===== src/rtl/tagger_pkg.sv =====
package tagger_pkg;
  // One cache block, the descriptor word, and widths derived from them.
  parameter int BLK_BYTES  = 32;
  parameter int DESC_W     = 64;
  localparam int IDX_W      = $clog2(BLK_BYTES);
  localparam int CNT_W      = IDX_W + 1;
  localparam int DESC_BYTES = DESC_W / 8;
  localparam int BLK_W      = BLK_BYTES * 8;

  typedef enum logic [1:0] {
    BT_MID = 2'b00,
    BT_SOP = 2'b01,
    BT_EOP = 2'b10,
    BT_ERR = 2'b11
  } blkType_e;

  // Strobes from the control to the datapath.
  typedef struct packed {
    logic             wrByte;
    logic [IDX_W-1:0] wrIdx;
    logic             loadDesc;
    logic             clearBuf;
    logic             loadAddr;
    blkType_e         blkType;
    logic [IDX_W-1:0] blkCount;
  } tagStrobes_t;
endpackage


===== src/rtl/tagger_ctrl.sv =====
module tagger_ctrl
  import tagger_pkg::*;
(
  input  logic        clk,
  input  logic        rstN,
  input  logic        cfgPrependEn,
  input  logic        inValid,
  input  logic        inFirst,
  input  logic        inLast,
  input  logic        inError,
  input  logic        outReady,
  output logic        inReady,
  output logic        outValid,
  output tagStrobes_t strb
);
  logic             inPkt;
  logic             sopPend;
  logic [CNT_W-1:0] fill;
  logic             outValidQ;

  logic             accept;
  logic             start;
  logic             keep;
  logic [CNT_W-1:0] basePos;
  logic [CNT_W-1:0] nextFill;
  logic             blkFull;
  logic             emit;
  logic             sopNow;

  assign inReady  = !outValidQ;
  assign outValid = outValidQ;

  always_comb begin
    accept   = inValid && !outValidQ;
    // A first mark opens a packet only while none is open.
    start    = accept && !inPkt && inFirst;
    // Bytes outside a packet are taken and dropped.
    keep     = accept && (inPkt || inFirst);
    if (start)
      basePos = cfgPrependEn ? CNT_W'(DESC_BYTES) : '0;
    else
      basePos = fill;
    nextFill = basePos + CNT_W'(1);
    blkFull  = (nextFill == CNT_W'(BLK_BYTES));
    emit     = keep && (inLast || blkFull);
    sopNow   = start || sopPend;

    strb.wrByte   = keep;
    strb.wrIdx    = basePos[IDX_W-1:0];
    strb.loadDesc = start && cfgPrependEn;
    strb.clearBuf = outValidQ && outReady;
    strb.loadAddr = emit;
    // End position wins over start position.
    if (inLast)
      strb.blkType = inError ? BT_ERR : BT_EOP;
    else if (sopNow)
      strb.blkType = BT_SOP;
    else
      strb.blkType = BT_MID;
    // Modulo count: a full last block wraps to zero.
    strb.blkCount = inLast ? nextFill[IDX_W-1:0] : '0;
  end

  always_ff @(posedge clk) begin
    if (!rstN) begin
      inPkt     <= 1'b0;
      sopPend   <= 1'b0;
      fill      <= '0;
      outValidQ <= 1'b0;
    end else begin
      if (strb.clearBuf)
        outValidQ <= 1'b0;
      if (keep) begin
        if (emit) begin
          outValidQ <= 1'b1;
          fill      <= '0;
          sopPend   <= 1'b0;
          inPkt     <= !inLast;
        end else begin
          fill      <= nextFill;
          sopPend   <= sopNow;
          inPkt     <= 1'b1;
        end
      end
    end
  end
endmodule


===== src/rtl/tagger_datapath.sv =====
module tagger_datapath
  import tagger_pkg::*;
#(
  parameter int ADDR_W   = 40,
  parameter int BASE_LSB = 20,
  parameter int CHAN_W   = 2,
  parameter int OFS_LSB  = 0,
  parameter int OFS_W    = 5
) (
  input  logic                       clk,
  input  logic                       rstN,
  input  tagStrobes_t                strb,
  input  logic [7:0]                 inData,
  input  logic [ADDR_W-1:BASE_LSB]   baseHi,
  input  logic [CHAN_W-1:0]          cfgChannel,
  input  logic [DESC_W-1:0]          cfgDesc,
  output logic [ADDR_W-1:0]          outAddr,
  output logic [BLK_W-1:0]           outData
);
  localparam int TYPE_W   = 2;
  localparam int LOW_ZERO = BASE_LSB - CHAN_W - TYPE_W - IDX_W;
  localparam logic [DESC_W-1:0] OFS_MASK =
    ((DESC_W'(1) << OFS_W) - DESC_W'(1)) << OFS_LSB;

  logic [DESC_W-1:0] descClean;
  logic [7:0]        byteQ [BLK_BYTES];
  logic [ADDR_W-1:0] addrQ;

  // The offset field is not meaningful downstream; send zeros.
  assign descClean = cfgDesc & ~OFS_MASK;

  for (genvar g = 0; g < BLK_BYTES; g++) begin : g_lane
    if (g < DESC_BYTES) begin : g_descLane
      always_ff @(posedge clk) begin
        if (!rstN)
          byteQ[g] <= '0;
        else if (strb.clearBuf)
          byteQ[g] <= '0;
        else if (strb.wrByte && strb.wrIdx == IDX_W'(g))
          byteQ[g] <= inData;
        else if (strb.loadDesc)
          byteQ[g] <= descClean[8*g +: 8];
      end
    end else begin : g_dataLane
      always_ff @(posedge clk) begin
        if (!rstN)
          byteQ[g] <= '0;
        else if (strb.clearBuf)
          byteQ[g] <= '0;
        else if (strb.wrByte && strb.wrIdx == IDX_W'(g))
          byteQ[g] <= inData;
      end
    end
    assign outData[8*g +: 8] = byteQ[g];
  end

  always_ff @(posedge clk) begin
    if (!rstN)
      addrQ <= '0;
    else if (strb.loadAddr)
      addrQ <= {baseHi, cfgChannel, strb.blkType, strb.blkCount,
                {LOW_ZERO{1'b0}}};
  end

  assign outAddr = addrQ;
endmodule


===== src/rtl/pkt_block_tagger.sv =====
module pkt_block_tagger
  import tagger_pkg::*;
#(
  parameter int ADDR_W   = 40,
  parameter int BASE_LSB = 20,
  parameter int CHAN_W   = 2,
  parameter int OFS_LSB  = 0,
  parameter int OFS_W    = 5
) (
  input  logic              clk,
  input  logic              rstN,
  input  logic [ADDR_W-1:0] cfgBase,
  input  logic [CHAN_W-1:0] cfgChannel,
  input  logic              cfgPrependEn,
  input  logic [63:0]       cfgDesc,
  input  logic              inValid,
  output logic              inReady,
  input  logic [7:0]        inData,
  input  logic              inFirst,
  input  logic              inLast,
  input  logic              inError,
  output logic              outValid,
  input  logic              outReady,
  output logic [ADDR_W-1:0] outAddr,
  output logic [255:0]      outData
);
  tagStrobes_t strb;
  logic        unusedBaseLow;

  assign unusedBaseLow = ^cfgBase[BASE_LSB-1:0];

  tagger_ctrl ctrl_i (
    .clk          (clk),
    .rstN         (rstN),
    .cfgPrependEn (cfgPrependEn),
    .inValid      (inValid),
    .inFirst      (inFirst),
    .inLast       (inLast),
    .inError      (inError),
    .outReady     (outReady),
    .inReady      (inReady),
    .outValid     (outValid),
    .strb         (strb)
  );

  tagger_datapath #(
    .ADDR_W   (ADDR_W),
    .BASE_LSB (BASE_LSB),
    .CHAN_W   (CHAN_W),
    .OFS_LSB  (OFS_LSB),
    .OFS_W    (OFS_W)
  ) dp_i (
    .clk        (clk),
    .rstN       (rstN),
    .strb       (strb),
    .inData     (inData),
    .baseHi     (cfgBase[ADDR_W-1:BASE_LSB]),
    .cfgChannel (cfgChannel),
    .cfgDesc    (cfgDesc),
    .outAddr    (outAddr),
    .outData    (outData)
  );
endmodule


===== config.mk =====
export PLATFORM = sky130hd
export DESIGN_NAME = pkt_block_tagger
export DESIGN_NICKNAME = d
export VERILOG_FILES = /design/src/rtl/tagger_pkg.sv /design/src/rtl/tagger_ctrl.sv /design/src/rtl/tagger_datapath.sv /design/src/rtl/pkt_block_tagger.sv
export SDC_FILE = /design/constraint.sdc
export NUM_CORES = 1
export LEC_CHECK = 0
export ABC_AREA = 1
export BUFFER_PORTS_ARGS = -buffer_cell sky130_fd_sc_hd__buf_2
export CORE_ASPECT_RATIO = 0.6
export CORE_MARGIN = 4
export CORE_UTILIZATION = 35
export CTS_BUF_LIST = sky130_fd_sc_hd__clkbuf_4 sky130_fd_sc_hd__clkbuf_8
export DETAILED_ROUTE_END_ITERATION = 7
export PLACE_DENSITY = 0.58
export SLEW_MARGIN = 20
export SYNTH_ARGS = -nofsm -noshare
export SYNTH_HDL_FRONTEND = slang
export SYNTH_SLANG_ARGS = --single-unit

===== constraint.sdc =====
create_clock -name clk -period 3.1 [get_ports clk]
set_clock_uncertainty 0.1 [all_clocks]
set_input_delay 0.465 -clock clk [delete_from_list [all_inputs] [get_ports clk]]
set_output_delay 0.465 -clock clk [all_outputs]
set_load 0.01 [all_outputs]

==> results_dict.tcl, run 1 <==
set metrics [dict create \
    avgViaCountPerCell 4.77 \
    grt_pass1_vias 8699 \
    placed_cells 1750 \
    avgRoutedWirePerCell_um 20.3 \
    gp_congestion 0.814 \
    period_share_pct 87.4 \
    synth_top_family_by_area "simple AND/OR/NAND/NOR gates" \
    drt-initial-drc-count 502 \
    synth_top_area_share_pct 67.0 \
    drc 0 \
    tritoncts "done" \
    ys_seq_area_share_pct 73.6 \
    ant_nets 0 \
    grt_pass1_wl_um 54500 \
    synth_xor_area_share_pct 0 \
    finalWirelength_um 37300 \
    start_util_pct 35.5 \
    dieArea_um2 35900 \
    fin_nets 1505 \
    endpoint_kind "flip-flop" \
    ir_worst_vdd_v 0.000358 \
    r2r_start "ctrl_i.outValid$_SDFF_PN0_" \
    fmax_mhz 369 \
    post_cts.repair.setup_buffers 0 \
    cts_buffer_depth 3 \
    slew_violations 0 \
    rsz0062_at_grt "false" \
    core_um2 32400 \
    worst_pin_slew_ns 0.823 \
    grt_max_degree 53 \
    r2r_cells 16 \
    status "complete, no violations" \
    drive_gt1_share_pct 36.6 \
    period_minus_slack_ns 2.71 \
    yosys_warnings 0 \
    drv_cap 0 \
    cts_sinks 294 \
    syn_area_per_cell_um2 11.9 \
    worstSetupStartpointType "flip-flop" \
    min_path_cells 3 \
    die_x_um 242 \
    antenna_found_initial 0 \
    final_hold_viol_count 0 \
    hp-class "primary input to flip-flop" \
    finalSetupTns_ns 0 \
    htree_levels 2 \
    path_max_fanout 50 \
    synth_area_leaders "edfxtp_1 (67%), nor2_1 (8.2%), dfxtp_1 (6.6%)" \
    antenna_cells 0 \
    synth_compound_area_share_pct 5.03 \
    crit_start "ctrl_i.outValid$_SDFF_PN0_" \
    yosys_most_used_dff "edfxtp_1" \
    synthAdderAreaFrac_pct 0.763 \
    clock_latency_ns 0.54 \
    required_ns 3.44 \
    io_pins 420 \
    crit_type "flip-flop to flip-flop" \
    synth_edf_count 256 \
    p_leak_uw 0.00689 \
    pre_cts_ws_ns 0.111 \
    dr.pass1.iters 5 \
    slew_headroom_pct 45.1 \
    final_area_um2 14800 \
    ys_ff_latch 294 \
    root_buffer "clkbuf_8" \
    instances_no_fill 1836 \
    dpl_cell_area_um2 13900 \
    die_y_um 148 \
    min_from "cfgBase[22]" \
    rows 51 \
    cts_made_buffers 45 \
    grt_overflow 0 \
    dp_hpwl_um 25900 \
    muxShareOfSynthArea_pct 0 \
    synth_area_leader_cell "edfxtp_1" \
    yosysUniqueCellTypes 24 \
    critPathArrivalTime_ns 3.05 \
    syn_to_final_growth_pct 29.2 \
    synthArstFlopShare_pct 0 \
    synthesis.area_um2 11500 \
    portBuffers 383 \
    setup_viol 0 \
    ff2ff_setup_slack_ns 0.39 \
    synthCells 966 \
    path_clk_slew_ns 0.07 \
    synth-simple-area-share_pct 15.1 \
    p_per_area_nw_per_um2 572 \
    grt_usage_pct 20.0 \
    num_vias 8758 \
    layout_setup_ws_ns 0.392 \
]
[cell type report]
class                   count  area, um2
fillers                  3055      17500
flip-flops and latches    294       8450
multi-input cells         528       2450
repair buffers            414       2170
clock buffers              62        759
well taps                 424        531
inverters                  93        349
clock inverters            21        120
[worst max-delay path: stages (launching register included)]
cell	delay, ns
dfxtp_1	0.36
nor2_1	0.24
nand2_2	0.11
nand2_1	0.13
inv_1	0.10
ha_1	0.22
inv_1	0.10
nor2_1	0.08
ha_1	0.28
inv_1	0.05
nand4_1	0.08
nor2_1	0.05
nand2_1	0.11
buf_6	0.33
nand3b_1	0.13
nand2_1	0.08
nor2_1	0.04
[layout by cell type (no fill, tap or decap), drive strengths merged]
cell type | Yosys | layout
clkinv | 0 | 23
nand2 | 112 | 112
ha | 7 | 7
nand3b | 22 | 22
nor2 | 253 | 253
nor3 | 2 | 2
nand3 | 16 | 16
a21oi | 26 | 26
edfxtp | 256 | 256
buf | 23 | 411
dlygate4sd3 | 0 | 3
bufinv | 0 | 1
clkinvlp | 0 | 2
conb | 1 | 11
o22ai | 59 | 59
nand4 | 6 | 6
dfxtp | 38 | 38
o21ai | 14 | 14
inv | 93 | 88
clkbuf | 38 | 62
[registers in the layout, summed over array words and instances, names as in the netlist]
signal and cells:
dp_i.outAddr 29, ctrl_i.inPkt 1, ctrl_i.outValid 1, ctrl_i.sopPend 1, ctrl_i.fill 6, dp_i.byteQ 256
[synthesized netlist by cell type, types with 12 or more instances]
| library cell | instances |
|---|---|
| nand2_1 | 91 |
| a21oi_1 | 25 |
| nand2_2 | 21 |
| o21ai_0 | 12 |
| nand3_1 | 16 |
| buf_4 | 13 |
| dfxtp_1 | 38 |
| nand3b_1 | 22 |
| o22ai_1 | 59 |
| edfxtp_1 | 256 |
| clkbuf_1 | 38 |
| nor2_1 | 252 |
| inv_1 | 88 |
[routing by layer]
| layer | global-route usage, % | part of all wire, % |
|---|---|---|
| met2 | 31.2 | 45 |
| met5 | 0 | 0 |
| met4 | 5.83 | 2.4 |
| met3 | 7.28 | 9.5 |
| met1 | 26.5 | 43 |
[final timing paths]
kind                                    to
max          dp_i.outAddr[32]$_SDFFE_PN0P_
min          dp_i.outAddr[22]$_SDFFE_PN0P_
max reg2reg  dp_i.outAddr[32]$_SDFFE_PN0P_
min reg2reg  dp_i.outAddr[17]$_SDFFE_PN0P_
[kinds of logic after synthesis]
group / count (synthesis)
flops: 294
other cells: 1
buf+inv: 154
simple gates: 411
fa+ha+maj: 7
compound gates: 99
[timing repair]
| action | 4_1_cts | 5_1_grt |
|---|---|---|
| endpoints found under the hold margin | 3 | 0 |
| resized for setup | 0 | 1 |
| hold buffers | 3 | 0 |
| setup endpoints to repair | 0 | 1 |
[where the power goes]
part | switching, uW | internal, uW | leakage [uW]
registers | 56.1 | 4490 | 0.00298
clock network | 1510 | 1670 | 0.000464
logic | 516 | 242 | 0.00345
[through the flow]
step / util [%] / total power [uW] / hold WS, ns
2_1_floorplan: - / 4990 / 0.342
4_1_cts: 45.8 / 8580 / 0.000163
3_3_place_gp: 43.0 / 5380 / 0.348
3_5_place_dp: 43.0 / 5390 / 0.351
6_report: 45.8 / 8490 / 0.0438
5_1_grt: 45.8 / 8830 / 0.0210
Note: power is estimated with default switching activity, not from simulation.
==> run 2: changes to the inputs <==
--- a/config.mk
+++ b/config.mk
@@ -12,8 +12,9 @@
 export CORE_UTILIZATION = 35
 export CTS_BUF_LIST = sky130_fd_sc_hd__clkbuf_4 sky130_fd_sc_hd__clkbuf_8
 export DETAILED_ROUTE_END_ITERATION = 7
-export PLACE_DENSITY = 0.58
+export PLACE_DENSITY = 0.57
 export SLEW_MARGIN = 20
 export SYNTH_ARGS = -nofsm -noshare
 export SYNTH_HDL_FRONTEND = slang
 export SYNTH_SLANG_ARGS = --single-unit
+export TNS_END_PERCENT = 1
==> results_dict.tcl, run 2 (synthesis gave the netlist of run 1 again) <==
set metrics [dict create \
    rows 51 \
    p_per_area_nw_per_um2 569 \
    portBuffers 383 \
    die_x_um 242 \
    root_buffer "clkbuf_8" \
    clock_latency_ns 0.57 \
    dieArea_um2 35900 \
    antenna_cells 0 \
    pwr-share-seq_pct 53.3 \
    switching_share_pct 24.9 \
    grt_pass1_vias 8758 \
    r2r_cells 15 \
    combPwrFrac_pct 9.1 \
    fmax_mhz 365 \
    slew_violations 0 \
    crit_type "flip-flop to flip-flop" \
    crit_slowest_cell "dfxtp_1" \
    setup_viol 0 \
    period_minus_slack_ns 2.74 \
    syn_to_final_growth_pct 30.7 \
    required_ns 3.49 \
    holdWs_ns 0.0924 \
    worstSetupStartpointType "flip-flop" \
    avgViaCountPerCell 4.81 \
    p_clk_share_pct 37.5 \
    cts_made_buffers 46 \
    gp_congestion 0.857 \
    cts_sinks 294 \
    grt_pass1_wl_um 56100 \
    period_share_pct 88.4 \
    rsz0062_at_grt "false" \
    path_max_fanout 52 \
    p_leak_uw 0.00697 \
    grt_overflow 0 \
    finalSetupTns_ns 0 \
    hold_buffers 22 \
    drt-initial-drc-count 689 \
    timing.rr.end "ctrl_i.fill[3]$_SDFFE_PN0P_" \
    fillerInstances 3042 \
    cts-resized-gates 0 \
    min_path_cells 3 \
    die_y_um 148 \
    power_switching_uw 2120 \
    hold_path_end "ctrl_i.inPkt$_SDFFE_PN0P_" \
    drc 0 \
    post_cts.repair.setup_buffers 0 \
    ant_nets 0 \
    tritoncts "done" \
    worst_pin_slew_ns 0.860 \
    slew_headroom_pct 42.7 \
    finalWirelength_um 38400 \
    fin_nets 1524 \
    ff2ff_setup_slack_ns 0.36 \
    top_register "dp_i.byteQ" \
    io_pins 420 \
    grt_usage_pct 20.7 \
    path_clk_slew_ns 0.06 \
    antenna_found_initial 0 \
    avgRoutedWirePerCell_um 20.8 \
    seq_area_um2 8450 \
    grt_max_degree 53 \
    dp_hpwl_um 26700 \
    layout_common_cells "buf_2 (383), edfxtp_1 (256), nor2_1 (252)" \
    slowest_delay_ns 0.36 \
    path_cells "nor2_1 > nand2_2 > nand2_1 > inv_1 > ha_1 > inv_1 > nor2_1 > ha_1 > inv_1 > nand4_1 > nor2_1 > nand2_1 > buf_12 > nand3_1 > o21ai_0" \
    final_hold_viol_count 0 \
    core_um2 32400 \
    min_from "rstN" \
    endpoint_kind "flip-flop" \
    r2r_start "ctrl_i.outValid$_SDFF_PN0_" \
    status "complete, no violations" \
    hp-class "primary input to flip-flop" \
    ir_worst_vdd_v 0.000284 \
    dr.pass1.iters 5 \
    critPathArrivalTime_ns 3.13 \
    cts_buffer_depth 3 \
    start_util_pct 35.5 \
    layout_commonest_cell "buf_2" \
    largest_reg_flops 256 \
    num_vias 8896 \
    htree_levels 2 \
    drv_cap 0 \
    multi_input_area_um2 2450 \
    drive_gt1_share_pct 36.2 \
    p_int_uw 6410 \
]
-- run 2: cell count changes in the layout (fill, tap and decap cells not counted), moves of 2 or more --
cell           delta
inv_8             +2
inv_2             +2
dlygate4sd3_1    +19
clkinvlp_4        -2
clkinv_2          -3
clkinv_1          -6
-- run 2: how the worst max path moves through the flow --
stage | from | end | slack, ns | cells past startpoint
after floorplan | inValid | dp_i.outAddr[30]$_SDFFE_PN0P_ | 0.59 | 16
after global placement | inValid | ctrl_i.fill[2]$_SDFFE_PN0P_ | 0.22 | 17
after detailed placement | inValid | ctrl_i.fill[2]$_SDFFE_PN0P_ | 0.19 | 17
after CTS | ctrl_i.outValid$_SDFF_PN0_ | ctrl_i.fill[2]$_SDFFE_PN0P_ | 0.36 | 15
after global routing | ctrl_i.outValid$_SDFF_PN0_ | ctrl_i.fill[2]$_SDFFE_PN0P_ | 0.13 | 15
final | ctrl_i.outValid$_SDFF_PN0_ | ctrl_i.fill[3]$_SDFFE_PN0P_ | 0.36 | 15
-- run 2: power by group through the flow --
stage	Combinational, uW	Sequential, uW	Clock (uW)
after floorplan	262	4730	0
after detailed placement	764	4630	0
after global routing	841	4570	3480
after global placement	762	4630	0
final	779	4550	3200
after CTS	788	4550	3270
-- run 2: metrics by stage --
step           power [uW]  cell area [um2]  util [%]  instances  worst slack, ns
2_1_floorplan        4990            11500         -        976            0.594
3_3_place_gp         5390            13900      43.0       1749            0.220
3_5_place_dp         5400            13900      43.0       1749            0.190
4_1_cts              8610            15000      46.4       1848            0.364
5_1_grt              8890            15000      46.4       1848            0.130
6_report             8530            15000      46.4       1848            0.360
-- run 2: layout make-up --
type	count	share of cell area [%]
inverters	93	2.33
multi-input cells	528	16.3
well taps	424	3.54
clock inverters	15	0.709
flip-flops and latches	294	56.3
repair buffers	432	15.8
clock buffers	62	5.02
-- run 2: routing by layer --
| metal | routed length [um] | vias up | track usage [%] |
|---|---|---|---|
| li1 | - | 4115 | - |
| met1 | 17100 | 4380 | 28.2 |
| met2 | 17400 | 350 | 32.8 |
| met3 | 3180 | 51 | 6.22 |
| met4 | 687 | 0 | 4.87 |
| met5 | 0 | - | 0 |
-- run 2: critical path, delay by kind of cell, from the launching register on --
kind            cells  cell delay (ns)
compound gates      1             0.21
buf+inv             4             0.48
flops               1             0.36
simple gates        8             0.99
fa+ha+maj           2             0.49
==> run 3: changes to the inputs <==
--- a/config.mk
+++ b/config.mk
@@ -13,6 +13,7 @@
 export CTS_BUF_LIST = sky130_fd_sc_hd__clkbuf_4 sky130_fd_sc_hd__clkbuf_8
 export DETAILED_ROUTE_END_ITERATION = 7
 export PLACE_DENSITY = 0.57
+export RECOVER_POWER = 25
 export SLEW_MARGIN = 20
 export SYNTH_ARGS = -nofsm -noshare
 export SYNTH_HDL_FRONTEND = slang
==> results_dict.tcl, run 3 (synthesis gave the netlist of run 1 again) <==
set metrics [dict create \
    rows 51 \
    worst_pin_slew_ns 0.860 \
    fillerInstances 3139 \
    path_max_fanout 52 \
    avgRoutedWirePerCell_um 20.8 \
    cts_made_buffers 46 \
    holdWs_ns 0.0977 \
    cts_sinks 294 \
    final_area_um2 14700 \
    path_clk_slew_ns 0.06 \
    grt_usage_pct 20.7 \
    layout_common_cells "edfxtp_1 (256), nor2_1 (252), clkbuf_1 (209)" \
    p_per_area_nw_per_um2 577 \
    cts_buffer_depth 3 \
    multi_input_area_um2 2450 \
    cts-resized-gates 0 \
    crit_slowest_cell "dfxtp_1" \
    tritoncts "done" \
    dpl_cell_area_um2 13900 \
    final_hold_viol_count 0 \
    p_leak_uw 0.00625 \
    syn_to_final_growth_pct 28.4 \
    seq_area_um2 8450 \
    largest_reg_flops 256 \
    rsz0062_at_grt "false" \
    required_ns 3.49 \
    core_um2 32400 \
    start_util_pct 35.5 \
    portBuffers 383 \
    ant_nets 0 \
    status "complete, no violations" \
    ir_worst_vdd_v 0.000285 \
    grt_overflow 0 \
    post_cts.repair.setup_buffers 0 \
    finalSetupTns_ns 0 \
    postLayoutCoreUtil_pct 45.6 \
    worstSetupStartpointType "flip-flop" \
    io_pins 420 \
    crit_type "flip-flop to flip-flop" \
    drc 0 \
    avgViaCountPerCell 4.82 \
    period_minus_slack_ns 2.73 \
    drv_cap 0 \
    placed_cells 1749 \
    drt-initial-drc-count 586 \
    htree_levels 2 \
    dieArea_um2 35900 \
    finalWirelength_um 38500 \
    top_register "dp_i.byteQ" \
    instances_no_fill 1848 \
    slowest_delay_ns 0.36 \
    r2r_cells 15 \
    drive_gt1_share_pct 21.6 \
    layout_commonest_cell "edfxtp_1" \
    die_y_um 148 \
    dp_hpwl_um 26700 \
    fmax_mhz 366 \
    slew_violations 0 \
    setup_viol 0 \
    dr.pass1.iters 5 \
    num_vias 8912 \
    min_path_cells 3 \
    grt_max_degree 53 \
    endpoint_kind "flip-flop" \
    grt_pass1_wl_um 56100 \
    critPathArrivalTime_ns 3.12 \
    period_share_pct 88.0 \
    fin_nets 1524 \
    path_cells "nor2_1 > nand2_2 > nand2_1 > inv_1 > ha_1 > inv_1 > nor2_1 > ha_1 > inv_1 > nand4_1 > nor2_1 > nand2_1 > buf_12 > nand3_1 > o21ai_0" \
    grt_pass1_vias 8758 \
    slew_headroom_pct 42.7 \
    gp_congestion 0.857 \
    hp-class "primary input to flip-flop" \
    antenna_found_initial 0 \
    hold_buffers 22 \
    clock_latency_ns 0.57 \
    antenna_cells 0 \
    root_buffer "clkbuf_8" \
    die_x_um 242 \
]
run 3: per-layer routing:
metal / global-route usage, % / vias up / part of all wire [%]
met2: 32.8 / 367 / 45
met3: 6.22 / 53 / 8.8
met5: 0 / - / 0
li1: - / 4114 / -
met4: 4.87 / 0 / 1.8
met1: 28.2 / 4378 / 44
run 3: final cells by class:
type                    count  share of cell area, %
clock buffers              62                   5.11
clock inverters            15                  0.722
inverters                  93                   2.37
multi-input cells         528                   16.6
flip-flops and latches    294                   57.3
well taps                 424                   3.60
repair buffers            432                   14.3
run 3: path summary, 6_finish.rpt:
path                                                 endpoint                     startpoint  slack, ns
worst min register to register  dp_i.outAddr[17]$_SDFFE_PN0P_  dp_i.outAddr[17]$_SDFFE_PN0P_       0.36
worst max register to register    ctrl_i.fill[3]$_SDFFE_PN0P_     ctrl_i.outValid$_SDFF_PN0_       0.37
worst min-delay path                ctrl_i.inPkt$_SDFFE_PN0P_                           rstN        0.1
worst max-delay path              ctrl_i.fill[3]$_SDFFE_PN0P_     ctrl_i.outValid$_SDFF_PN0_       0.37
run 3: power breakdown:
group          leakage, uW  switching, uW  internal (uW)
Clock             0.000459           1540           1660
Combinational      0.00282            523            220
Sequential         0.00298           65.0           4490
Total              0.00625           2130           6370
run 3: per-stage QoR:
step / setup slack [ns] / total power (uW)
floorplan: 0.594 / 4990
global placement: 0.220 / 5390
detailed placement: 0.190 / 5400
CTS: 0.364 / 8610
global route: 0.130 / 8860
finish: 0.371 / 8500
run 3: critical path, delay by kind of cell, from the launching register on:
kind,cells,cell delay [ns]
AO/OA/AOI/OAI,1,0.21
buffers and inverters,4,0.48
adder cells (fa/ha/maj),2,0.49
AND/OR/NAND/NOR,8,0.99
flip-flops,1,0.36
